**src/rtl/sas_pkg.sv**
```systemverilog
package sas_pkg;
    localparam int CYL_W  = 16;
    localparam int HEAD_W = 4;
    localparam int SEC_W  = 8;
    localparam int HCNT_W = HEAD_W + 1;
    localparam int LBA_W  = CYL_W + HEAD_W + SEC_W;
    localparam int MD_W   = CYL_W + HCNT_W + SEC_W;

    // Packing order matches the linear layout: head high, sector low.
    typedef struct packed {
        logic [HEAD_W-1:0] head;
        logic [CYL_W-1:0]  cyl;
        logic [SEC_W-1:0]  sec;
    } pos_t;

    typedef enum logic [2:0] {
        ST_IDLE,
        ST_CV_MUL,
        ST_CV_FIN,
        ST_LD_MUL,
        ST_LD_CYL,
        ST_LD_HS
    } seq_st_t;

    typedef enum logic [1:0] {
        REQ_NONE,
        REQ_LOAD,
        REQ_STEP,
        REQ_CONV
    } req_t;

    function automatic req_t pick_req(input logic ld, input logic st, input logic cv);
        if (ld)      return REQ_LOAD;
        else if (st) return REQ_STEP;
        else if (cv) return REQ_CONV;
        else         return REQ_NONE;
    endfunction
endpackage

```
**src/rtl/sas_muldiv.sv**
```systemverilog
module sas_muldiv #(
    parameter int W = 29
) (
    input  logic         clk,
    input  logic         rst,
    input  logic         start,
    input  logic         is_div,
    input  logic [W-1:0] a,
    input  logic [W-1:0] b,
    output logic         busy,
    output logic         done,
    output logic [W-1:0] res_q,
    output logic [W-1:0] res_r
);
    localparam int CW = $clog2(W);

    logic [CW-1:0] cnt;
    logic          op_div;
    logic [W-1:0]  x;
    logic [W-1:0]  y;
    logic [W-1:0]  acc;
    logic [W:0]    trial;

    assign trial = {acc, x[W-1]};

    always_ff @(posedge clk) begin
        if (rst) begin
            cnt    <= '0;
            op_div <= 1'b0;
            x      <= '0;
            y      <= '0;
            acc    <= '0;
            busy   <= 1'b0;
            done   <= 1'b0;
        end else begin
            done <= 1'b0;
            if (start && !busy) begin
                busy   <= 1'b1;
                op_div <= is_div;
                x      <= a;
                y      <= b;
                acc    <= '0;
                cnt    <= '0;
            end else if (busy) begin
                if (op_div) begin
                    if (trial >= {1'b0, y}) begin
                        acc <= W'(trial - {1'b0, y});
                        x   <= {x[W-2:0], 1'b1};
                    end else begin
                        acc <= trial[W-1:0];
                        x   <= {x[W-2:0], 1'b0};
                    end
                end else begin
                    if (y[0]) acc <= acc + x;
                    x <= {x[W-2:0], 1'b0};
                    y <= {1'b0, y[W-1:1]};
                end
                cnt <= cnt + 1'b1;
                if (cnt == CW'(W - 1)) begin
                    busy <= 1'b0;
                    done <= 1'b1;
                end
            end
        end
    end

    assign res_q = op_div ? x : acc;
    assign res_r = acc;
endmodule

```
**src/rtl/sas_step.sv**
```systemverilog
module sas_step
    import sas_pkg::*;
(
    input  pos_t              cur,
    input  logic              lba,
    input  logic [SEC_W-1:0]  spt,
    input  logic [HCNT_W-1:0] heads,
    output pos_t              nxt
);
    logic [LBA_W-1:0]  flat;
    logic [SEC_W-1:0]  sec_inc;
    logic [SEC_W:0]    spt_p1;
    logic [HEAD_W-1:0] head_inc;

    always_comb begin
        flat     = cur;
        sec_inc  = cur.sec + 1'b1;
        spt_p1   = {1'b0, spt} + 1'b1;
        head_inc = cur.head + 1'b1;
        nxt      = cur;
        if (lba) begin
            nxt = pos_t'(flat + 1'b1);
        end else if ((sec_inc == '0) || ({1'b0, sec_inc} == spt_p1)) begin
            nxt.sec = SEC_W'(1);
            if ((head_inc == '0) || ({1'b0, head_inc} == heads)) begin
                nxt.head = '0;
                nxt.cyl  = cur.cyl + 1'b1;
            end else begin
                nxt.head = head_inc;
            end
        end else begin
            nxt.sec = sec_inc;
        end
    end
endmodule

```
**src/rtl/sas_range_chk.sv**
```systemverilog
module sas_range_chk
    import sas_pkg::*;
(
    input  pos_t              cur,
    input  logic              lba,
    input  logic [SEC_W-1:0]  spt,
    input  logic [HCNT_W-1:0] heads,
    input  logic [CYL_W-1:0]  cyls,
    output logic              idnf
);
    logic geo_unset;
    logic out_cyl;
    logic out_head;
    logic out_sec;

    always_comb begin
        geo_unset = (spt == '0);
        out_cyl   = (cur.cyl >= cyls);
        out_head  = ({1'b0, cur.head} >= heads);
        out_sec   = (cur.sec == '0) || (cur.sec > spt);
        idnf      = !lba && (geo_unset || out_cyl || out_head || out_sec);
    end
endmodule

```
**src/rtl/sector_addr_seq.sv**
```systemverilog
module sector_addr_seq
    import sas_pkg::*;
(
    input  logic              clk,
    input  logic              rst,
    input  logic              step_req,
    input  logic              load_req,
    input  logic              conv_req,
    input  logic              lba_mode,
    input  logic [SEC_W-1:0]  spt_i,
    input  logic [HCNT_W-1:0] heads_i,
    input  logic [CYL_W-1:0]  cyls_i,
    input  logic [LBA_W-1:0]  load_lin,
    output logic              busy,
    output logic              done,
    output logic [CYL_W-1:0]  pos_cyl,
    output logic [HEAD_W-1:0] pos_head,
    output logic [SEC_W-1:0]  pos_sec,
    output logic [LBA_W-1:0]  lin_out,
    output logic              idnf
);
    seq_st_t          st;
    pos_t             pos;
    pos_t             step_nxt;
    logic [LBA_W-1:0] lin_r;
    logic [MD_W-1:0]  tmp;
    logic [LBA_W-1:0] ldv;
    logic             done_r;

    logic             md_start;
    logic             md_div;
    logic [MD_W-1:0]  md_a;
    logic [MD_W-1:0]  md_b;
    logic             md_busy;
    logic             md_done;
    logic [MD_W-1:0]  md_q;
    logic [MD_W-1:0]  md_r;
    logic [MD_W-1:0]  sec_adj;
    req_t             req;

    sas_step u_step (
        .cur   (pos),
        .lba   (lba_mode),
        .spt   (spt_i),
        .heads (heads_i),
        .nxt   (step_nxt)
    );

    sas_range_chk u_range (
        .cur   (pos),
        .lba   (lba_mode),
        .spt   (spt_i),
        .heads (heads_i),
        .cyls  (cyls_i),
        .idnf  (idnf)
    );

    sas_muldiv #(.W(MD_W)) u_md (
        .clk    (clk),
        .rst    (rst),
        .start  (md_start),
        .is_div (md_div),
        .a      (md_a),
        .b      (md_b),
        .busy   (md_busy),
        .done   (md_done),
        .res_q  (md_q),
        .res_r  (md_r)
    );

    assign req     = pick_req(load_req, step_req, conv_req);
    assign sec_adj = (pos.sec == '0) ? '0 : MD_W'(pos.sec - 1'b1);
    assign md_start = (st != ST_IDLE) && !md_busy && !md_done;

    always_comb begin
        md_a   = '0;
        md_b   = '0;
        md_div = 1'b0;
        case (st)
            ST_CV_MUL: begin md_a = MD_W'(pos.cyl); md_b = MD_W'(heads_i); end
            ST_CV_FIN: begin md_a = tmp;            md_b = MD_W'(spt_i);   end
            ST_LD_MUL: begin md_a = MD_W'(heads_i); md_b = MD_W'(spt_i);   end
            ST_LD_CYL: begin md_a = MD_W'(ldv);     md_b = tmp;            md_div = 1'b1; end
            ST_LD_HS:  begin md_a = tmp;            md_b = MD_W'(spt_i);   md_div = 1'b1; end
            default:   ;
        endcase
    end

    always_ff @(posedge clk) begin
        if (rst) begin
            st     <= ST_IDLE;
            pos    <= '{head: '0, cyl: '0, sec: SEC_W'(1)};
            lin_r  <= '0;
            tmp    <= '0;
            ldv    <= '0;
            done_r <= 1'b0;
        end else begin
            done_r <= 1'b0;
            case (st)
                ST_IDLE: begin
                    case (req)
                        REQ_LOAD: begin
                            if (lba_mode) begin
                                pos    <= pos_t'(load_lin);
                                done_r <= 1'b1;
                            end else if (spt_i == '0 || heads_i == '0) begin
                                done_r <= 1'b1;
                            end else begin
                                ldv <= load_lin;
                                st  <= ST_LD_MUL;
                            end
                        end
                        REQ_STEP: begin
                            pos    <= step_nxt;
                            done_r <= 1'b1;
                        end
                        REQ_CONV: begin
                            if (lba_mode) begin
                                lin_r  <= pos;
                                done_r <= 1'b1;
                            end else begin
                                st <= ST_CV_MUL;
                            end
                        end
                        default: ;
                    endcase
                end
                ST_CV_MUL: if (md_done) begin
                    tmp <= md_q + MD_W'(pos.head);
                    st  <= ST_CV_FIN;
                end
                ST_CV_FIN: if (md_done) begin
                    lin_r  <= LBA_W'(md_q + sec_adj);
                    done_r <= 1'b1;
                    st     <= ST_IDLE;
                end
                ST_LD_MUL: if (md_done) begin
                    tmp <= md_q;
                    st  <= ST_LD_CYL;
                end
                ST_LD_CYL: if (md_done) begin
                    pos.cyl <= md_q[CYL_W-1:0];
                    tmp     <= md_r;
                    st      <= ST_LD_HS;
                end
                ST_LD_HS: if (md_done) begin
                    pos.head <= md_q[HEAD_W-1:0];
                    pos.sec  <= md_r[SEC_W-1:0] + 1'b1;
                    done_r   <= 1'b1;
                    st       <= ST_IDLE;
                end
                default: st <= ST_IDLE;
            endcase
        end
    end

    assign busy     = (st != ST_IDLE);
    assign done     = done_r;
    assign pos_cyl  = pos.cyl;
    assign pos_head = pos.head;
    assign pos_sec  = pos.sec;
    assign lin_out  = lin_r;
endmodule

```
**config.mk**
```make
export PLATFORM = sky130hd
export DESIGN_NAME = sector_addr_seq
export DESIGN_NICKNAME = d
export VERILOG_FILES = /design/src/rtl/sas_pkg.sv /design/src/rtl/sas_muldiv.sv /design/src/rtl/sas_step.sv /design/src/rtl/sas_range_chk.sv /design/src/rtl/sector_addr_seq.sv
export SDC_FILE = /design/constraint.sdc
export NUM_CORES = 1
export LEC_CHECK = 0
export ABC_AREA = 1
export BUFFER_PORTS_ARGS = -buffer_cell sky130_fd_sc_hd__buf_2
export CORE_MARGIN = 2
export CORE_UTILIZATION = 35
export CTS_BUF_LIST = sky130_fd_sc_hd__clkbuf_8
export DETAILED_ROUTE_END_ITERATION = 8
export SETUP_SLACK_MARGIN = 0.3
export SYNTH_ARGS = -nofsm -noshare
export SYNTH_HDL_FRONTEND = slang
export SYNTH_SLANG_ARGS = --single-unit
```
**constraint.sdc**
```tcl
create_clock -name clk -period 5.25 [get_ports clk]
set_input_delay 0.7875 -clock clk [delete_from_list [all_inputs] [get_ports clk]]
set_output_delay 0.7875 -clock clk [all_outputs]
set_load 0.02 [all_outputs]
```
==> results of run 1 <==
per-stage QoR:
| stage | instance area (µm²) | utilization |
|---|---|---|
| floorplan | 18900 | - |
| global placement | 20000 | 0.374 |
| detailed placement | 20000 | 0.374 |
| CTS | 21000 | 0.391 |
| global route | 21000 | 0.392 |
| finish | 21000 | 0.392 |
final timing paths:
| check | startpoint | to | slack, ns | depth (start not counted) |
|---|---|---|---|---|
| worst max-delay path | pos_sec[0] | lin_out[14] | 1.11 | 21 |
| worst min-delay path | load_lin[11] | ldv[11] | 0.41 | 3 |
| worst max register to register | pos_sec[0] | lin_out[14] | 1.11 | 21 |
| worst min register to register | lin_out[25] | lin_out[25] | 0.46 | 2 |
cells by family after synthesis:
logic type                 share of synthesized area
xor gates and xnor gates                      0.0288
AOI/OAI and AO/OA                              0.239
buffers and inverters                          0.105
and+or+nand+nor                                0.322
other                                       0.000199
DFF                                            0.225
adders and majority gates                     0.0798
cell type report:
| cell class | instances | area share |
|---|---|---|
| clock buffer | 56 | 0.0367 |
| inverter | 374 | 0.0670 |
| timing repair buffer | 150 | 0.0392 |
| multi-input combinational | 2411 | 0.605 |
| tap | 696 | 0.0415 |
| clock inverter | 24 | 0.00829 |
| antenna | 1 | 0.000119 |
| sequential | 212 | 0.202 |
synth_stat cells, drive strengths merged, types with 16 or more instances:
master and n:
dfxtp 212, nand4 51, or2 21, o21bai 21
buf 50, a22oi 30, a221oi 31, o21ai 292
nor3 43, nand3 211, o211ai 16, ha 114
nand2 732, a21oi 342, xor2 53, inv 369
nor2 343, a31oi 35, clkbuf 77
layer usage:
| metal | up-vias | GRT usage |
|---|---|---|
| met5 | - | 0 |
| met4 | 2 | 0.130 |
| met1 | 10100 | 0.396 |
| met2 | 1054 | 0.410 |
| met3 | 175 | 0.0488 |
| li1 | 10600 | - |
cell usage in the layout (no fill, tap or decap), types with 8 or more instances in the layout:
cell,instances
o21ai_1,22
o21ai_2,13
nor2_2,15
clkbuf_8,56
xor2_1,53
inv_2,18
nand3b_1,8
o22ai_1,14
o21bai_1,21
dfxtp_1,211
a31oi_1,35
a21oi_1,341
a221oi_1,31
nand2_1,721
or2_2,18
buf_2,121
conb_1,8
inv_1,365
nand3_1,205
a22oi_1,30
nor3_1,40
xnor2_1,9
ha_1,114
nor2_1,322
a21o_1,8
buf_4,29
o21ai_0,253
o211ai_1,16
nand2_2,9
nand4_1,50
worst register-to-register path, stage by stage (launching register included):
cell and delay (ns):
dfxtp_1 0.42, inv_1 0.19, ha_1 0.18, nand2_1 0.07, nor2_1 0.12, nand2_1 0.09
nor2_1 0.15, inv_1 0.09, nor3_1 0.61, a21oi_1 0.12, ha_1 0.37, nand2_1 0.09
o21ai_0 0.44, nand2_1 0.10, nand2_1 0.25, nand2_1 0.13, nor2_1 0.16, nand2_1 0.07
nand2_1 0.07, xor2_1 0.06, o21ai_0 0.15, a21oi_1 0.08
power by group through the flow:
stage / Combinational (mW) / Sequential [mW] / Clock [mW]
floorplan: 3.08 / 2.33 / 0
global placement: 4.34 / 2.50 / 0
detailed placement: 4.34 / 2.49 / 0
CTS: 4.36 / 2.46 / 1.96
global route: 4.95 / 2.51 / 2.03
finish: 4.43 / 2.49 / 1.94
sequential cells by signal, indices dropped and copies added (netlist names), 5 cells and up:
register    cells
ldv            28
lin_out        28
pos_cyl        16
pos_sec         8
tmp            29
u_md.cnt        5
u_md.res_r     29
u_md.x         29
u_md.y         29
==> run summary, run 1 <==
area of the multi-input gates - 12700 µm²
VDD IR max - 0.228 mV
clock buffer depth - 3
WHS - 0.408 ns
share of cells above drive strength 1 - 0.0976
initial antenna violation count - 2
Worst Setup Start Kind - register
worst path bufs/invs - 2
Initial Util - 0.352
post-CTS setup buffer count - 0
GRT Util Overall - 0.280
outcome - completed
chip width - 236 µm
Slowest cell on crit path - nor3_1
CTS tree - built
Worst path top cell family by delay - simple AND/OR/NAND/NOR gates
port bufs - 121
final period utilization - 0.789
largest net degree at the start of global routing - 77
TritonCTS Buffers - 44
count of state elements after synthesis - 212
Fin. Hold Viols - 0
first-pass GRT wire length - 121000 µm
Power Total - 8.86 mW
gp weighted congestion - 0.981
synthesized netlist cell count - 3117
Post-synth EDFFs - 0
Cell variety after synth - 57
Hold-fix buffers, CTS - 0
Yosys warning count - 0
Clock power frac - 0.219
critical path class - register to register
crit end category - register
total grt overflow - 0
flip-flop and latch area - 4250 µm²
asr flop ratio synth - 0
most frequent CP cell - nand2_1
min setup slack post-route - 1.11 ns
Layout area overhead - 11.1%
Final setup viols - 0
Pwr per Cell Area - 422 nW/µm²
num ports - 122
Post-CTS Resized - 0
min cycle time layout - 4.14 ns
CP Cell Sequence - inv_1 -> ha_1 -> nand2_1 -> nor2_1 -> nand2_1 -> nor2_1 -> inv_1 -> nor3_1 -> a21oi_1 -> ha_1 -> nand2_1 -> o21ai_0 -> nand2_1 -> nand2_1 -> nand2_1 -> nor2_1 -> nand2_1 -> nand2_1 -> xor2_1 -> o21ai_0 -> a21oi_1
Detail Route met2 WL - 33000 µm
vias in the first global route - 19900
drt first pass iters - 6
setup TNS - 0 ns
Die Ht - 236 µm
Post-route DRC - 0
Antenna Nets Post-Route - 0
max_cap viols - 0
f_max - 0.241 GHz
worst relative slew slack - 0.233
hold crit path type - input pin to register
total wire length - 80000 µm
DRT met1 WL - 35600 µm
DR WL met3 - 7650 µm
post-synthesis cell area - 18900 µm²
Synth area leader - dfxtp_1
pre-CTS setup slack - 1.21 ns
fill count - 6077
cell internal pwr - 4.33 mW
total net switching power - 4.53 mW
Seq/Total Area, Yosys - 0.225
Seq pwr share - 0.281
Worst EP arrival - 4.65 ns
cell row count - 85
fin nets - 3374
Vias - 21900
largest cells by area after synthesis - dfxtp_1 (22%), nand2_1 (14%), a21oi_1 (9.0%), ha_1 (7.6%), inv_1 (7.0%)
highest metal used - met5
Yosys top cell area share - 0.225
max incr delay on CP - 0.61 ns
Iter 0 DRT Violations - 2576
Worst-path clk slew - 0.07 ns
combinational share of power - 0.500
CTS root buf - clkbuf_8
clock latency on the worst-skew pair - 0.66 ns
crit path max fanout - 10
Detailed Place HPWL - 61600 µm
Slew Limit Fails - 0
Synth Area per Inst - 6.06 µm²
Switching Fraction - 0.512
final cell count without fillers - 3924
Req. time, crit path - 5.75 ns
Placeable Area - 53600 µm²
placed cell count - 3843
Main synth FF type - dfxtp_1
clk sinks - 212
H-tree levels - 2
full die area - 55800 µm²
Tightest Pin Transition - 1.15 ns
RSZ-0062 raised after global routing - false
vias per inst - 5.58
clk_skew - 0.0616 ns
LEAKAGE - 9.50 nW
post-DR wirelength/cell - 20.4 µm
Power figures use the tool's default switching activity.
==> run 2, diff against run 1 <==
- clock period: 5.25 -> 4.1 ns (I/O delays scaled with it)
==> run 2 against run 1 <==
Cell count rose by 0.38%. Routed wire length rose by 0.61%. Flip-flop and latch count did not move. Die area did not move. Clock-buffer cell count fell by 3. Design area rose by 0.60%. Critical endpoint is now idnf. Largest power group unchanged.
==> run summary, run 2 (synthesis results as in run 1) <==
DR WL met3 - 7270 µm
num ports - 122
min cycle time layout - 3.64 ns
RSZ-0062 raised after global routing - false
clock buffer depth - 3
Worst Setup Start Kind - register
Final setup viols - 0
post-CTS setup buffer count - 0
Detail Route met2 WL - 33900 µm
crit end category - output pin
cell row count - 85
LEAKAGE - 9.58 nW
CTS root buf - clkbuf_8
Post-route DRC - 0
share of cells above drive strength 1 - 0.103
TritonCTS Buffers - 42
H-tree levels - 2
outcome - completed
DRT met1 WL - 35700 µm
Initial Util - 0.352
vias in the first global route - 20300
Worst path top cell family by delay - flip-flops
Slowest cell on crit path - dfxtp_1
clock latency on the worst-skew pair - 0.63 ns
Die Ht - 236 µm
total grt overflow - 0
Tightest Pin Transition - 1.11 ns
max_cap viols - 0
Slew Limit Fails - 0
largest net degree at the start of global routing - 127
Power Total - 11.4 mW
critical path class - register to output pin
Layout area overhead - 11.8%
initial antenna violation count - 2
hold crit path type - input pin to register
first-pass GRT wire length - 122000 µm
Placeable Area - 53600 µm²
fill count - 5992
gp weighted congestion - 0.994
GRT Util Overall - 0.280
worst relative slew slack - 0.258
total wire length - 80500 µm
Pwr per Cell Area - 538 nW/µm²
worst path bufs/invs - 3
max incr delay on CP - 0.67 ns
Req. time, crit path - 3.48 ns
CP Cell Sequence - inv_1 -> ha_1 -> inv_1 -> a21oi_1 -> o21a_1 -> o221ai_1 -> nand2_1 -> nand3_1 -> nor3_1 -> a21oi_1 -> buf_2
fin nets - 3393
commonest non-fill, non-tap cell in the layout - nand2_1
clk sinks - 212
f_max - 0.275 GHz
CTS tree - built
chip width - 236 µm
Antenna Nets Post-Route - 0
VDD IR max - 0.345 mV
most frequent cells in the layout - nand2_1 (720), inv_1 (364), a21oi_1 (341), nor2_1 (321), o21ai_0 (251)
clk_skew - 0.0350 ns
Worst-path clk slew - 0.06 ns
post-DR wirelength/cell - 20.4 µm
vias per inst - 5.60
drt first pass iters - 6
highest metal used - met5
flip-flop and latch area - 4250 µm²
Fin. Hold Viols - 0
area of the multi-input gates - 12700 µm²
Iter 0 DRT Violations - 2424
Detailed Place HPWL - 62100 µm
setup TNS - 0 ns
final period utilization - 0.887
Vias - 22100
full die area - 55800 µm²
Worst EP arrival - 3.02 ns
crit path max fanout - 8
port bufs - 121
run 2: cell count changes in the layout (fill, tap and decap cells not counted), sizes merged:
cell | before | now
buf | 150 | 171
bufinv | 2 | 3
clkbuf | 56 | 53
clkinv | 10 | 9
clkinvlp | 0 | 1
inv | 386 | 382
run 2: cell type report:
cell class,count,share of cell area
Sequential cell,212,0.201
Inverter,374,0.0666
Antenna cell,1,0.000119
Clock buffer,53,0.0346
Multi-Input combinational cell,2411,0.601
Timing Repair Buffer,171,0.0471
Tap cell,696,0.0412
Clock inverter,21,0.00788
run 2: report_power, final:
| group | internal [mW] | total [mW] | switching, mW |
|---|---|---|---|
| logic | 1.75 | 5.90 | 4.15 |
| registers | 2.48 | 3.07 | 0.590 |
| clock network | 1.35 | 2.38 | 1.04 |
| total | 5.58 | 11.4 | 5.77 |
run 2: layer usage:
metal | track usage | vias to the layer above
met2 | 0.426 | 1080
met1 | 0.388 | 10200
met5 | 0 | -
met3 | 0.0466 | 180
li1 | - | 10600
met4 | 0.122 | 2
run 2: stage by stage:
stage          hold WS [ns]  instance area [µm²]  std cells   util  setup slack (ns)
6_report              0.287                21100       3939  0.394             0.463
5_1_grt               0.291                21100       3939  0.394             0.300
4_1_cts               0.274                21100       3938  0.394             0.523
3_5_place_dp          0.457                20200       3864  0.377             0.586
3_3_place_gp          0.455                20200       3864  0.377             0.667
2_1_floorplan         0.430                18900       3124      -             0.669
run 2: repair_timing:
action	4_1_cts	5_1_grt
hold buffers	0	0
endpoints found under the hold margin	0	0
endpoints found under the setup margin	0	8
resized for setup	0	4
run 2: final timing paths:
path	to	cells past startpoint	slack, ns	start
worst max-delay path	idnf	11	0.46	pos_cyl[0]
worst min-delay path	ldv[12]	3	0.29	load_lin[12]
worst max register to register	lin_out[14]	23	0.70	pos_sec[0]
worst min register to register	lin_out[23]	2	0.47	lin_out[23]
run 2: worst register-to-register path, stage by stage, from the launching register on:
cell	delay (ns)
dfxtp_1	0.31
inv_1	0.16
ha_1	0.19
nand2_1	0.07
nor2_1	0.12
nand2_1	0.09
nor2_2	0.13
inv_1	0.07
nor3_1	0.13
buf_4	0.19
nor2_1	0.05
ha_1	0.21
fa_1	0.39
nand2_1	0.11
o21ai_1	0.13
nand2_1	0.11
nand2_2	0.12
nand2_1	0.12
nor2_1	0.07
nand2_1	0.06
nand2_1	0.05
xor2_1	0.13
o21ai_0	0.15
a21oi_1	0.08
